File: src/rtl/hdlc_rx_pkg.sv
package hdlc_rx_pkg;
  localparam logic [15:0] CRC_PRESET  = 16'hFFFF;
  localparam logic [15:0] CRC_POLY    = 16'h8408;  // x^16+x^12+x^5+1, reflected
  localparam logic [15:0] CRC_RESIDUE = 16'hF0B8;
  localparam logic [7:0]  ALL_CALL    = 8'hFF;

  localparam int STAT_NF  = 0;
  localparam int STAT_OVF = 1;
  localparam int STAT_EOP = 2;
  localparam int STAT_BAD = 3;

  typedef struct packed {
    logic       bad;
    logic       last;
    logic       first;
    logic [7:0] data;
  } rx_entry_t;

  function automatic logic [15:0] crc_byte(input logic [15:0] crc, input logic [7:0] b);
    logic [15:0] c;
    c = crc;
    for (int i = 0; i < 8; i++) begin
      if (c[0] ^ b[i]) c = (c >> 1) ^ CRC_POLY;
      else             c = c >> 1;
    end
    return c;
  endfunction
endpackage

File: src/rtl/hdlc_rx_bitproc.sv
// Ones run tracking: flag, abort and stuffed-zero removal.
module hdlc_rx_bitproc (
  input  logic clk_i,
  input  logic rst_ni,
  input  logic en_i,
  input  logic bit_i,
  output logic dat_vld_o,
  output logic dat_o,
  output logic flag_o,
  output logic abort_o
);
  logic [2:0] ones_q;

  always_comb begin
    flag_o    = en_i && !bit_i && (ones_q == 3'd6);
    abort_o   = en_i &&  bit_i && (ones_q == 3'd6);
    dat_o     = bit_i;
    dat_vld_o = en_i && (bit_i ? (ones_q < 3'd6) : (ones_q != 3'd5 && ones_q != 3'd6));
  end

  always_ff @(posedge clk_i or negedge rst_ni) begin
    if (!rst_ni)   ones_q <= 3'd7;
    else if (en_i) ones_q <= bit_i ? ((ones_q == 3'd7) ? 3'd7 : ones_q + 3'd1) : 3'd0;
  end
endmodule

File: src/rtl/hdlc_rx_fifo.sv
module hdlc_rx_fifo #(
  parameter int DEPTH = 32,
  parameter int WIDTH = 11,
  localparam int AW = $clog2(DEPTH)
) (
  input  logic             clk_i,
  input  logic             rst_ni,
  input  logic             wr_en_i,
  input  logic [WIDTH-1:0] wr_data_i,
  input  logic             rd_en_i,
  output logic [WIDTH-1:0] rd_data_o,
  output logic             empty_o,
  output logic             full_o,
  output logic [AW:0]      level_o
);
  logic [WIDTH-1:0] mem [DEPTH];
  logic [AW:0] wr_ptr_q, rd_ptr_q;

  assign level_o   = wr_ptr_q - rd_ptr_q;
  assign empty_o   = (level_o == '0);
  assign full_o    = (level_o == (AW+1)'(DEPTH));
  assign rd_data_o = mem[rd_ptr_q[AW-1:0]];

  always_ff @(posedge clk_i) begin
    if (wr_en_i && !full_o) mem[wr_ptr_q[AW-1:0]] <= wr_data_i;
  end

  always_ff @(posedge clk_i or negedge rst_ni) begin
    if (!rst_ni) begin
      wr_ptr_q <= '0;
      rd_ptr_q <= '0;
    end else begin
      if (wr_en_i && !full_o)  wr_ptr_q <= wr_ptr_q + 1'b1;
      if (rd_en_i && !empty_o) rd_ptr_q <= rd_ptr_q + 1'b1;
    end
  end

  p_level_bound_r9: assert property (@(posedge clk_i) disable iff (!rst_ni)
    level_o <= (AW+1)'(DEPTH));
  p_idle_stable_r3: assert property (@(posedge clk_i) disable iff (!rst_ni)
    (!wr_en_i && !rd_en_i) |=> $stable(level_o));
endmodule

File: src/rtl/hdlc_rx.sv
module hdlc_rx
  import hdlc_rx_pkg::*;
#(
  parameter int DEPTH = 32,
  localparam int LVL_W = $clog2(DEPTH) + 1
) (
  input  logic             clk_i,
  input  logic             rst_ni,
  input  logic             bit_en_i,
  input  logic             bit_i,
  input  logic             dual_addr_i,
  input  logic [15:0]      addr_i,
  input  logic [LVL_W-1:0] nf_level_i,
  input  logic [3:0]       irq_mask_i,
  input  logic [3:0]       irq_clr_i,
  input  logic             rd_en_i,
  output logic [7:0]       rd_data_o,
  output logic             rd_first_o,
  output logic             rd_last_o,
  output logic             rd_bad_o,
  output logic             empty_o,
  output logic [LVL_W-1:0] level_o,
  output logic [15:0]      rx_fcs_o,
  output logic [3:0]       irq_stat_o,
  output logic             irq_o
);
  logic dat_vld, dat, flag, abort;

  hdlc_rx_bitproc u_bitproc (
    .clk_i, .rst_ni, .en_i(bit_en_i), .bit_i,
    .dat_vld_o(dat_vld), .dat_o(dat), .flag_o(flag), .abort_o(abort)
  );

  logic        in_frame_q, match_q, allcall_q, first_pend_q;
  logic [7:0]  sr_q, d0_q, d1_q, d2_q;
  logic [2:0]  bit_cnt_q, byte_cnt_q;
  logic [15:0] crc_q, fcs_q;
  logic [3:1]  stat_q;

  logic [7:0] nbyte;
  logic       byte_done, frame_close, close_bad, push, full;
  logic       bad_evt, eop_evt, ovf_evt;
  rx_entry_t  wr_ent, rd_ent;

  always_comb begin
    nbyte       = {dat, sr_q[7:1]};
    byte_done   = in_frame_q && dat_vld && (bit_cnt_q == 3'd7);
    frame_close = in_frame_q && (flag || abort) && (byte_cnt_q != 3'd0);
    // flag contributes 7 bits to the shifter, so a whole frame leaves exactly 7
    close_bad   = abort || (byte_cnt_q < 3'd4) || (bit_cnt_q != 3'd7) || (crc_q != CRC_RESIDUE);
    push        = 1'b0;
    wr_ent      = '0;
    // three-byte delay keeps the FCS bytes out of the FIFO
    if (byte_done && byte_cnt_q >= 3'd3 && match_q) begin
      push   = 1'b1;
      wr_ent = '{bad: 1'b0, last: 1'b0, first: first_pend_q, data: d2_q};
    end else if (frame_close && match_q && byte_cnt_q >= 3'd3) begin
      push   = 1'b1;
      wr_ent = '{bad: close_bad, last: 1'b1, first: first_pend_q, data: d2_q};
    end
    bad_evt = frame_close && match_q && close_bad;
    eop_evt = push && wr_ent.last;
    ovf_evt = push && full;
  end

  always_ff @(posedge clk_i or negedge rst_ni) begin
    if (!rst_ni) begin
      in_frame_q   <= 1'b0;
      match_q      <= 1'b1;
      allcall_q    <= 1'b0;
      first_pend_q <= 1'b1;
      sr_q         <= '0;
      d0_q         <= '0;
      d1_q         <= '0;
      d2_q         <= '0;
      bit_cnt_q    <= '0;
      byte_cnt_q   <= '0;
      crc_q        <= CRC_PRESET;
      fcs_q        <= '0;
      stat_q       <= '0;
    end else begin
      if (frame_close && match_q && byte_cnt_q >= 3'd4) fcs_q <= {d0_q, d1_q};
      stat_q <= (stat_q & ~irq_clr_i[3:1]) | {bad_evt, eop_evt, ovf_evt};
      if (flag) begin
        in_frame_q   <= 1'b1;
        match_q      <= 1'b1;
        allcall_q    <= 1'b0;
        first_pend_q <= 1'b1;
        bit_cnt_q    <= '0;
        byte_cnt_q   <= '0;
        crc_q        <= CRC_PRESET;
      end else if (abort) begin
        in_frame_q <= 1'b0;
      end else if (in_frame_q && dat_vld) begin
        sr_q      <= nbyte;
        bit_cnt_q <= bit_cnt_q + 3'd1;
        if (byte_done) begin
          d0_q       <= nbyte;
          d1_q       <= d0_q;
          d2_q       <= d1_q;
          byte_cnt_q <= (byte_cnt_q == 3'd4) ? 3'd4 : byte_cnt_q + 3'd1;
          crc_q      <= crc_byte(crc_q, nbyte);
          if (push) first_pend_q <= 1'b0;
          if (byte_cnt_q == 3'd0) begin
            allcall_q <= (nbyte == ALL_CALL);
            match_q   <= (nbyte == ALL_CALL) || (nbyte == addr_i[7:0]);
          end else if (byte_cnt_q == 3'd1 && dual_addr_i) begin
            match_q <= match_q && (allcall_q || nbyte == addr_i[15:8]);
          end
        end
      end
    end
  end

  hdlc_rx_fifo #(.DEPTH(DEPTH), .WIDTH($bits(rx_entry_t))) u_fifo (
    .clk_i, .rst_ni,
    .wr_en_i(push), .wr_data_i(wr_ent),
    .rd_en_i, .rd_data_o(rd_ent),
    .empty_o, .full_o(full), .level_o
  );

  assign rd_data_o  = rd_ent.data;
  assign rd_first_o = rd_ent.first;
  assign rd_last_o  = rd_ent.last;
  assign rd_bad_o   = rd_ent.bad;
  assign rx_fcs_o   = fcs_q;
  assign irq_stat_o = {stat_q, level_o >= nf_level_i};
  assign irq_o      = |(irq_stat_o & irq_mask_i);

  p_ovf_sets_r9: assert property (@(posedge clk_i) disable iff (!rst_ni)
    ovf_evt |=> irq_stat_o[STAT_OVF]);
  p_eop_sets_r11: assert property (@(posedge clk_i) disable iff (!rst_ni)
    eop_evt |=> irq_stat_o[STAT_EOP]);
  p_bad_sticky_r11: assert property (@(posedge clk_i) disable iff (!rst_ni)
    (irq_stat_o[STAT_BAD] && !irq_clr_i[STAT_BAD]) |=> irq_stat_o[STAT_BAD]);
  p_abort_hunt_r8: assert property (@(posedge clk_i) disable iff (!rst_ni)
    (abort && in_frame_q) |=> !in_frame_q);
  p_flag_opens_r1: assert property (@(posedge clk_i) disable iff (!rst_ni)
    flag |=> (in_frame_q && byte_cnt_q == 3'd0 && bit_cnt_q == 3'd0));
endmodule

File: config.mk
export PLATFORM = sky130hd
export DESIGN_NAME = hdlc_rx
export DESIGN_NICKNAME = d
export VERILOG_FILES = /design/src/rtl/hdlc_rx_pkg.sv /design/src/rtl/hdlc_rx_bitproc.sv /design/src/rtl/hdlc_rx_fifo.sv /design/src/rtl/hdlc_rx.sv
export SDC_FILE = /design/constraint.sdc
export NUM_CORES = 1
export LEC_CHECK = 0
export BUFFER_PORTS_ARGS = -buffer_cell sky130_fd_sc_hd__buf_2
export CAP_MARGIN = 5
export CORE_MARGIN = 5
export CORE_UTILIZATION = 61
export CTS_CLUSTER_DIAMETER = 120
export DETAILED_ROUTE_END_ITERATION = 8
export PLACE_DENSITY = 0.82
export SYNTH_ARGS = -nofsm -noshare
export SYNTH_HDL_FRONTEND = slang
export SYNTH_HIERARCHICAL = 1
export SYNTH_SLANG_ARGS = --single-unit
File: constraint.sdc
create_clock -name clk_i -period 4.3 [get_ports clk_i]
set_input_delay 0.86 -clock clk_i [delete_from_list [all_inputs] [get_ports clk_i]]
set_output_delay 0.86 -clock clk_i [all_outputs]
set_load 0.01 [all_outputs]
* Word-level counts from Yosys, hierarchy flattened
Memories as Yosys holds them, arrays and structs flattened. Index checks and enable logic that the tools add are counted.
Word-level totals: register bits after elaboration 92, memory bits (writable) 352, bits of input ports 36, logic and storage cells 187, memories 1
Cells by class: add/subtract/negate cells 6, magnitude comparators 5, eq/ne operators 14, multiplexer cells 75, bitwise operators 22, reductions and logical operators 48
Memories:
- u_fifo.mem | depth 32, width 11, rd ports 1, clocked after memory_dff 0, wr ports 1, RTL line hdlc_rx_fifo.sv:16 | logic [WIDTH-1:0] mem [DEPTH];
Operator list (count):
- 16-bit 2-to-1 mux | 40
- 3-bit 2-to-1 mux | 10
- 2-bit inverter with 3-bit output | 8
- 1-bit 2-to-1 mux | 23
- 1-bit logical AND | 22
- 11-bit 2-to-1 mux | 2
- 8-bit equality test | 2
- 16-bit inequality test, second input constant | 1
- 4-bit AND reduction | 4
- 6-bit by 1-bit adder with 6-bit output, second input constant | 2
- 3-bit equality test, second input constant | 4
- 2-bit nonzero test | 5
- 3-bit by 1-bit adder with 3-bit output, second input constant | 3
- 3-bit inequality test, second input constant | 3
- 8-bit equality test, second input constant | 1
- 1-bit XOR | 8
- 6-bit equality test, second input constant | 1
- 6-bit >= comparator | 1
- 6-bit logical NOT | 1
- 1-bit logical OR | 6
- 3-bit < comparator, second input constant | 2
- 3-bit AND reduction | 2
- 3-bit nonzero test | 2
- 6-bit subtractor | 1
- 13 further kinds | 16

* Logic depth before layout (Yosys ltp)
Gate-level depths: netlist of the first run.
word-level depth 52, depth in mapped cells 13, depth with buffers taken out 11

* Cells and area by module
The synthesis of the first run kept the hierarchy.
By module, submodules not included:
- hdlc_rx_fifo | times used 1, cells each 661, area an instance 14427.6 um^2, seq. area each 10870.4 um^2
- hdlc_rx | times used 1, cells each 369, area an instance 3831.2 um^2, seq. area each 1924.3 um^2
- hdlc_rx_bitproc | times used 1, cells each 24, area an instance 212.7 um^2, seq. area each 78.8 um^2

* Least setup slack after synthesis of the first run
No wires, ideal clock.
kind reg-to-output, start point register u_fifo.rd_ptr_q[1], end point output port irq_o, data arrival time 3.081 ns, required time 3.440 ns, slack 0.359 ns, stages on the path, launching flop included 13, buffers on the path 2, path through dfrtp_1 > clkbuf_1 > clkbuf_1 > inv_1 > ha_1 > nor2b_1 > o22ai_2 > xor2_1 > inv_1 > ha_1 > a2111o_1 > a31o_2 > a31o_1
Between the ends: word-level cells in the longest chain between the ends 4
RTL lines:
- start: declaration | RTL line hdlc_rx_fifo.sv:17 | logic [AW:0] wr_ptr_q, rd_ptr_q;
- start signal: assignment | RTL line hdlc_rx_fifo.sv:34 | if (rd_en_i && !empty_o) rd_ptr_q <= rd_ptr_q + 1'b1;
- 6-bit subtractor | RTL line hdlc_rx_fifo.sv:19 | assign level_o = wr_ptr_q - rd_ptr_q;
- named net level_o[3] | RTL line hdlc_rx.sv:22 | output logic [LVL_W-1:0] level_o,
- 6-bit >= comparator | RTL line hdlc_rx.sv:127 | assign irq_stat_o = {stat_q, level_o >= nf_level_i};
- 4-bit AND | RTL line hdlc_rx.sv:128 | assign irq_o = |(irq_stat_o & irq_mask_i);
- 4-bit OR reduction | RTL line hdlc_rx.sv:128
- end: declaration | RTL line hdlc_rx.sv:25 | output logic irq_o
The timed path passes the listed nets, and every way through them passes these cells.

* Worst setup path after layout of the first run
start point register u_fifo.wr_ptr_q[0], end point output port irq_o
Between the ends: word-level cells in the longest chain between the ends 4
RTL lines:
- start: declaration | RTL line hdlc_rx_fifo.sv:17
- start signal: assignment | RTL line hdlc_rx_fifo.sv:33 | if (wr_en_i && !full_o) wr_ptr_q <= wr_ptr_q + 1'b1;
- 6-bit subtractor | RTL line hdlc_rx_fifo.sv:19
- 6-bit >= comparator | RTL line hdlc_rx.sv:127
- 4-bit AND | RTL line hdlc_rx.sv:128
- 4-bit OR reduction | RTL line hdlc_rx.sv:128
Every way passes these cells.

==> results.ini, run 1 <==
[run_status]
outcome = complete, no violations

[sta]
slew-limit-headroom_pct = 37.32
report.final.slew_viol_count = 0
hold_slack_ns = 0.4188
period_needed_ns = 4.162
max_freq_mhz = 240.3
hold_viol_final = 0
fin_skew_ns = 0.02616
setup_viol = 0
worst_slew_pin_slew_ns = 0.9401
finalCritPeriodShare_pct = 96.79

[yosys]
synth-edff-count = 352
async_reset_ff_share_pct = 20.54
seq_area_frac_synth_pct = 69.69
syn-num-nets = 1116
synthFlopType = edfxtp_1
synth_area_um2 = 18470
netlist_instances = 1054
synth_cell_types = 71
syn_avg_cell_area_um2 = 17.53
ys_seq_elements = 443
yosys_warnings = 6

[setup_path]
endpoint = irq_o
r2r.worst_path.cells = 10
crit_start = u_fifo/wr_ptr_q[0]
worstSetupStartpointType = flip-flop
arrival_ns = 3.30
crit_type = reg -> out
crit_fanout = 6
cp.required_ns = 3.44
r2r-end = u_fifo/mem[18][4]
rrSetupSlack_ns = 0.73
end_kind = output port
reg2reg_from = u_bitproc/ones_q[0]

[route]
drt_iter0_drc = 1091
drt_pre_antenna_iters = 5
vias = 10022
wl_per_cell_um = 25.40
via_per_inst = 6.268
drt_wl_total_um = 40620
drcViolationCount = 0
detail-route-antenna-nets = 0

[cts]
path_clk_slew_ns = 0.06
root_buffer = clkbuf_16
cts_tree = built
cts_max_level = 2
clock-sinks = 443
cts_buffers = 44
hold_buffers = 0
clock_path_buffers = 3
clk_latency_ns = 0.55

[die]
initial_core_util_pct = 61.99
dieArea_um2 = 33860
boundaryPins = 75
die_h_um = 184.0
core.rowCount = 63
fp.dieW_um = 184.0
core_area_um2 = 29800

[global_routing]
gr-usage-all-layers_pct = 24.81
grt_first_pass_wirelength_um = 62830
antenna_found_initial = 0
gr-total-overflow = 0
grt_start_max_net_pins = 92
grt_pass1_vias = 10308

[layout]
final_nets = 1238
drive_gt1_share_pct = 30.02
antenna_cells = 0
n_fill_cell = 1791
final-instance-count-excl-fill = 1599
syn_to_final_growth_pct = 13.56

[worst_hold_path]
hp-class = in -> async

[place]
hpwl_um = 24330
dp_cells = 1520
globalplace.congestion = 0.8241
port_buffers = 73

[power_and_ir_drop]
power_density_nw_per_um2 = 602.7
irDropWorstVdd_mv = 0.6085
p_leak_nw = 7.940

[run]
cap_viol_max_count = 0

## registers in the layout (all words and copies together) (netlist names), 3 cells and up
signal / count
u_bitproc/ones_q: 3
d1_q: 8
bit_cnt_q: 3
u_fifo/mem: 352
stat_q: 3
u_fifo/rd_ptr_q: 6
sr_q: 7
d2_q: 8
u_fifo/wr_ptr_q: 6
d0_q: 8
rx_fcs_o: 16
crc_q: 16
byte_cnt_q: 3
## what timing repair did
| action | 4_1_cts | 5_1_grt |
|---|---|---|
| setup endpoints to repair | 0 | 2 |
| gates resized for setup | 0 | 4 |
| buffers inserted | 0 | 0 |
## worst min-delay path by stage
stage | start | slack (ns) | endpoint | cells past startpoint
2_1_floorplan | d2_q[0] | 0.44 | d2_q[0] | 2
3_3_place_gp | d2_q[0] | 0.45 | d2_q[0] | 2
3_5_place_dp | d2_q[7] | 0.46 | d2_q[7] | 2
4_1_cts | rst_ni | 0.44 | rx_fcs_o[2] | 1
5_1_grt | rst_ni | 0.49 | d0_q[2] | 1
6_report | rst_ni | 0.42 | d0_q[2] | 1
## synth_stat cells (10+ instances only)
master    number  area, µm²
a21oi_1       16      80.08
and2_1        10      62.56
buf_2         11      55.05
buf_4         10      75.07
clkbuf_1      25      93.84
dfrtp_1       70       1752
dfstp_2       21      551.8
edfxtp_1     352      10570
ha_1          25      312.8
inv_1         29      108.9
mux2_2        10      112.6
mux2_4        10      150.1
mux4_2       110       2477
nand2_1      125      469.2
nor2_1        55      206.5
o21ai_0       10      50.05
xnor2_1       29      254.0
xor2_1        26      227.7
## metal layers
layer / vias to the layer above / routed length (µm) / part of all wire (%) / global-route usage, %
li1: 4276 / - / - / -
met5: - / 0 / 0 / 0
met4: 0 / 1109 / 2.7 / 6.803
met3: 80 / 4051 / 10 / 5.164
met2: 573 / 19890 / 49 / 39.87
met1: 5093 / 15570 / 38 / 35.43
## stage by stage
stage	TNS [ns]	setup slack [ns]	total power [mW]	util, %	area (µm²)
after global routing	-0.0007667	-0.0007667	13.28	70.40	20980
after CTS	0	0.03325	12.69	70.34	20960
after global placement	0	0.6910	8.782	65.53	19530
final	0	0.1380	12.64	70.40	20980
after floorplan	0	0.3591	7.941	-	18470
after detailed placement	0	0.5921	8.879	65.53	19530
## where the power goes
group | internal [mW] | switching (mW) | total (mW)
sequential | 4.92 | 0.353 | 5.28
combinational | 1.67 | 1.92 | 3.58
clock | 2.25 | 1.54 | 3.79
total | 8.84 | 3.80 | 12.6
## worst max-delay path: stages, from the launching register on
cell	delay [ns]
dfrtp_2	0.41
inv_1	0.09
ha_1	0.24
fa_1	0.42
nand2b_1	0.17
a21oi_1	0.16
xnor2_1	0.22
inv_1	0.19
ha_1	0.31
a31o_2	0.21
a31o_1	0.21
buf_2	0.13
## logic make-up after synthesis
group	after synthesis	synth area share [%]
xor gates and xnor gates	55	2.608
DFF	443	69.69
AOI/OAI and AO/OA	64	2.493
adders and majority gates	26	1.802
and+or+nand+nor	245	6.090
buffers and inverters	84	2.066
muxes	137	15.25
## final cells by class
type                       count  area [µm²]  share of cell area, %
tap                          390       488.0                  2.326
clock inverter                17       190.2                 0.9066
inverter                      30       112.6                 0.5368
timing repair buffer         130       820.8                  3.913
clock buffer                  62        1241                  5.917
multi-input combinational    527        5241                  24.99
sequential                   443       12880                  61.41
## placed cells by master, fill, tap and decap left out, types with 13 or more instances in the layout
cell type,netlist,routed
xor2_1,26,25
nand2_1,125,125
nor2_1,55,54
dfrtp_1,70,67
buf_2,11,72
ha_1,25,25
xnor2_1,29,28
edfxtp_1,352,352
a21oi_1,16,16
dfstp_2,21,21
buf_4,10,56
clkbuf_16,0,46
inv_1,29,29
clkbuf_1,25,13
mux4_2,110,110
(Power assumes the default switching activity.)
==> run 2, diff against run 1 <==
Settings changed: SYNTH_HIERARCHICAL 1 to not set, TNS_END_PERCENT set to 100.
==> run 2 against run 1 <==
Clock power is 5.8% lower. Fmax is 3.9% higher. Global-route usage is 0.16 points higher. Die area is 0.77% lower. Critical path type unchanged. Largest cell class unchanged. Highest routed layer is now met5.
==> results.ini, run 2 <==
[cts]
cts_buffers = 42
root_buffer = clkbuf_16
clock_path_buffers = 3
clk_latency_ns = 0.53
clock-sinks = 443
cts_tree = built
path_clk_slew_ns = 0.06
cts_max_level = 2

[layout]
design_area_um2 = 20700
post-route-util_pct = 69.83
largest_register_ffs = 352
final_nets = 1215
drive_gt1_share_pct = 30.78
antenna_cells = 0
syn_to_final_growth_pct = 12.97
final_cell_mix = 352 x edfxtp_1, 118 x nand2_1, 110 x mux4_2
final-instance-count-excl-fill = 1576
layout_commonest_cell = edfxtp_1

[sta]
tns_ns = 0
fin_ws_ns = 0.2926
hold_viol_final = 0
finalCritPeriodShare_pct = 93.20
worst_slew_pin_slew_ns = 1.123
slew-limit-headroom_pct = 25.04
hold_slack_ns = 0.2190
period_needed_ns = 4.007
max_freq_mhz = 249.5
setup_viol = 0
rsz0062_at_grt = false
fin_skew_ns = 0.01966
report.final.slew_viol_count = 0

[die]
core_area_um2 = 29640
fp.dieW_um = 183.3
initial_core_util_pct = 61.82
boundaryPins = 75
core.rowCount = 63
dieArea_um2 = 33600
die_h_um = 183.3

[setup_path]
crit_start = u_fifo.rd_ptr_q[3]
end_kind = output port
r2r.worst_path.cells = 11
arrival_ns = 3.15
rrSetupSlack_ns = 0.78
crit_type = reg -> out
endpoint = irq_o
reg2reg_from = u_fifo.wr_ptr_q[0]
worstSetupStartpointType = flip-flop
cp.required_ns = 3.44
r2r-end = u_fifo.mem[16][5]
crit_fanout = 14

[global_routing]
antenna_found_initial = 2
gr-total-overflow = 0
grt_start_max_net_pins = 92
grt_busiest_layer = met2
met2_usage_pct = 39.27
grt_util_met3_pct = 5.117
grt_pass1_vias = 10156
groute.layer.met1.usage_pct = 35.72
gr-usage-all-layers_pct = 24.97
grt_first_pass_wirelength_um = 62940

[power_and_ir_drop]
irDropWorstVdd_mv = 0.4188
power_density_nw_per_um2 = 531.4
p_leak_nw = 7.702
p_total_mw = 11.00

[yosys]
synth-edff-count = 352
yosys_warnings = 0
synthTopCellsByCount = 352 x edfxtp_1, 118 x nand2_1, 110 x mux4_2, 70 x dfrtp_1, 43 x nor2_1
yosysMostFrequentCell = edfxtp_1
async_reset_ff_share_pct = 20.54
synth_top_area_cell = edfxtp_1
synth_top_area_share_pct = 57.69
synth_cell_types = 55
synth_area_um2 = 18320
seq_area_frac_synth_pct = 70.27
netlist_instances = 1034
syn_avg_cell_area_um2 = 17.72
ys_top_cells_by_area = edfxtp_1 58%, mux4_2 14%, dfrtp_1 9.6%
synthFlopType = edfxtp_1
syn-num-nets = 1096
ys_seq_elements = 443

[route]
drcViolationCount = 0
drt_iter0_drc = 1324
vias = 9969
via_per_inst = 6.326
detail-route-antenna-nets = 0
drt_pre_antenna_iters = 5
drt_wl_total_um = 40750
wl_per_cell_um = 25.86

[run]
cap_viol_max_count = 0

[run_status]
outcome = complete, no violations

[place]
globalplace.congestion = 0.8196
port_buffers = 73
dp_cells = 1499
hpwl_um = 23610
post_dp_cell_area_um2 = 19370
place_ws_ns = 0.7062

[worst_hold_path]
hp-class = in -> async

[run 2: changes by cell type in the layout (fill, tap and decap cells not counted), moves of 4 or more]
cell / before / now
o22a_1: 5 / 0
mux2_2: 10 / 30
inv_1: 29 / 24
clkinv_2: 4 / 8
nand3_1: 9 / 13
o211ai_1: 1 / 9
nor2_1: 54 / 42
o21ai_0: 10 / 19
buf_4: 56 / 52
mux2_4: 10 / 0
nand2_1: 125 / 118
[run 2: cells by family (layout without fill, tap and decap cells)]
kind of cell | count (synthesis) | after routing | share of synthesized area (%)
AO/OA/AOI/OAI | 62 | 62 | 2.356
XOR/XNOR | 54 | 54 | 2.581
adder cells (fa/ha/maj) | 26 | 26 | 1.817
buffers and inverters | 76 | 228 | 1.700
flip-flops | 443 | 443 | 70.27
multiplexers | 143 | 143 | 15.54
AND/OR/NAND/NOR | 230 | 230 | 5.736
[run 2: worst max-delay path, stage by stage, from the launching register on]
cell	delay (ns)
dfrtp_1	0.38
inv_1	0.44
ha_1	0.37
o21ai_0	0.09
a21oi_1	0.08
a31o_2	0.28
or2_2	0.32
ha_1	0.20
nand2_1	0.06
nand2_1	0.05
a31o_2	0.22
buf_2	0.13
[run 2: layout make-up]
class | count | area [µm²]
fill | 1817 | 8941
inverter | 26 | 97.59
clock buffer | 53 | 1114
tap | 390 | 488.0
multi-input combinational | 515 | 5139
timing repair buffer | 125 | 770.7
clock inverter | 24 | 209.0
sequential | 443 | 12880
[run 2: where the power goes]
group          leakage, nW  switching [mW]  total (mW)  internal [mW]
clock network        0.646            1.54        3.57           2.03
logic                 2.54            1.39        2.51           1.12
registers             4.51           0.167        4.91           4.74
total                 7.70            3.10        11.0           7.90
[run 2: what timing repair did]
action	4_1_cts	5_1_grt
endpoints found under the hold margin	0	0
hold buffers	0	0
resized for setup	0	1
setup endpoints to repair	0	1
setup buffers	0	0
[run 2: worst min path at each step]
| stage | to | slack, ns | depth (start not counted) |
|---|---|---|---|
| floorplan | d2_q[0] | 0.44 | 2 |
| global placement | d2_q[7] | 0.45 | 2 |
| detailed placement | d2_q[1] | 0.45 | 2 |
| CTS | u_fifo.wr_ptr_q[3] | 0.20 | 1 |
| global route | u_fifo.wr_ptr_q[3] | 0.22 | 1 |
| finish | u_fifo.rd_ptr_q[2] | 0.22 | 1 |
[run 2: per-layer routing]
layer,wire [µm],share of wire (%)
met5,21,0.052
met2,19720,48
met4,1519,3.7
met1,15520,38
met3,3968,9.7
==> run 3, diff against run 2 <==
Settings changed: CELL_PAD_IN_SITES_DETAIL_PLACEMENT set to 0, CELL_PAD_IN_SITES_GLOBAL_PLACEMENT set to 1, CORE_UTILIZATION 61 to 53.
==> run 3 against run 2 <==
Non-clock buffer count unchanged. Combinational power decreased by 2%. First-iteration DRC count decreased by 44%. Final cell count increased by 4.0%. Register-to-register slack got worse by 0.09 ns. Via count decreased by 4.9%. Fmax about the same. Clock skew decreased by 0.0070 ns. Sequential power about the same. Critical path depth increased by 1. Die area increased by 14%. Cell area increased by 0.47%.
==> results.ini, run 3 (synthesis results as in run 2) <==
[global_routing]
grt_pass1_vias = 9602
gr-usage-all-layers_pct = 19.42
gr-total-overflow = 0
grt_start_max_net_pins = 92
antenna_found_initial = 0
grt_first_pass_wirelength_um = 57440

[cts]
clock-sinks = 443
clock_path_buffers = 3
postCtsResizedCells = 0
clk_latency_ns = 0.54
path_clk_slew_ns = 0.06
root_buffer = clkbuf_16
post_cts_buffers = 0
hold_buffers = 0
cts_buffers = 44
cts_max_level = 2
cts_tree = built

[layout]
drive_gt1_share_pct = 30.49
final_nets = 1217
antenna_cells = 0
largest_register_ffs = 352
layout_commonest_cell = edfxtp_1
final_cell_mix = 352 x edfxtp_1, 118 x nand2_1, 110 x mux4_2
syn_to_final_growth_pct = 13.49
n_fill_cell = 2559
post-route-util_pct = 60.49

[power_and_ir_drop]
power_density_nw_per_um2 = 526.5
p_seq_share_pct = 44.7
p_leak_nw = 7.710
internal-power_mw = 7.950
irDropWorstVdd_mv = 0.3886
p_total_mw = 10.95
switchingPower_mw = 2.999
p_comb_share_pct = 22.4
p_sw_share_pct = 27.39
clkPwrFrac_pct = 32.8

[sta]
report.final.slew_viol_count = 0
setup_viol = 0
worst_slew_pin_slew_ns = 1.082
fin_skew_ns = 0.01267
fin_ws_ns = 0.2910
max_freq_mhz = 249.4
tns_ns = 0
period_needed_ns = 4.009
slew-limit-headroom_pct = 27.81
finalCritPeriodShare_pct = 93.23
rsz0062_at_grt = false
hold_viol_final = 0

[route]
drt_iter0_drc = 748
wl_per_cell_um = 22.41
drt_wl_total_um = 36730
vias = 9477
detail-route-antenna-nets = 0
drcViolationCount = 0
drt_pre_antenna_iters = 5
via_per_inst = 5.782

[worst_hold_path]
min-delay-start = d2_q[3]
hp-class = reg -> reg
hold_depth = 2
min_to = d2_q[3]

[die]
boundaryPins = 75
fp.dieW_um = 195.9
die_h_um = 195.9
dieArea_um2 = 38390
core.rowCount = 68
initial_core_util_pct = 53.30
core_area_um2 = 34370

[setup_path]
reg2reg_from = u_fifo.wr_ptr_q[0]
cp.required_ns = 3.44
r2r-end = u_fifo.mem[13][9]
r2r.worst_path.cells = 11
rrSetupSlack_ns = 0.69
arrival_ns = 3.15
crit_fanout = 5
worstSetupStartpointType = flip-flop
crit_type = reg -> out
end_kind = output port

[place]
hpwl_um = 22460
globalplace.congestion = 0.7986
port_buffers = 73
place_ws_ns = 0.7843

[run_status]
outcome = complete, no violations

[run]
cap_viol_max_count = 0

run 3: area by class of cell:
type | instances | area, µm² | area share (%)
Multi-Input combinational cell | 515 | 5139 | 24.71
Clock buffer | 53 | 1156 | 5.560
Timing Repair Buffer | 125 | 770.7 | 3.707
Sequential cell | 443 | 12880 | 61.94
Tap cell | 455 | 569.3 | 2.738
Clock inverter | 22 | 181.4 | 0.8725
Inverter | 26 | 97.59 | 0.4693
run 3: power groups by stage:
stage                     Sequential [mW]  Combinational (mW)  Clock, mW
after floorplan                      4.90                1.94          0
after global placement               4.98                2.49          0
after detailed placement             4.99                2.50          0
after CTS                            4.90                2.51       3.66
after global routing                 4.92                2.70       3.84
final                                4.90                2.45       3.60
run 3: routing by layer:
layer | global-route usage (%) | up-vias | part of all wire (%)
met1 | 30.18 | 4874 | 45
met3 | 3.229 | 44 | 6.8
li1 | - | 4230 | -
met4 | 3.879 | 0 | 1.5
met2 | 29.78 | 329 | 47
met5 | 0 | - | 0
run 3: worst max-delay path, stage by stage (launching register included):
cell	delay, ns
dfrtp_1	0.40
inv_1	0.18
ha_1	0.19
inv_1	0.05
fa_1	0.40
a21o_1	0.17
a21oi_1	0.23
xnor2_1	0.18
ha_1	0.27
nor2_1	0.10
a21oi_1	0.06
a31o_2	0.24
buf_2	0.13
run 3: worst max path at each step:
| stage | from | cells after the start | endpoint |
|---|---|---|---|
| after CTS | u_fifo.wr_ptr_q[0] | 12 | irq_o |
| after floorplan | u_fifo.rd_ptr_q[1] | 12 | irq_o |
| after detailed placement | u_fifo.wr_ptr_q[0] | 11 | u_fifo.mem[8][9] |
| after global routing | u_fifo.wr_ptr_q[0] | 12 | irq_o |
| final | u_fifo.wr_ptr_q[0] | 12 | irq_o |
| after global placement | u_fifo.wr_ptr_q[0] | 11 | u_fifo.mem[5][4] |
run 3: metrics by stage:
step | area [µm²] | hold slack (ns) | cells
detailed placement | 19460 | 0.4543 | 1564
finish | 20790 | 0.4649 | 1639
CTS | 20790 | 0.4693 | 1639
global placement | 19460 | 0.4519 | 1564
global route | 20790 | 0.4852 | 1639
floorplan | 18320 | 0.4375 | 1034
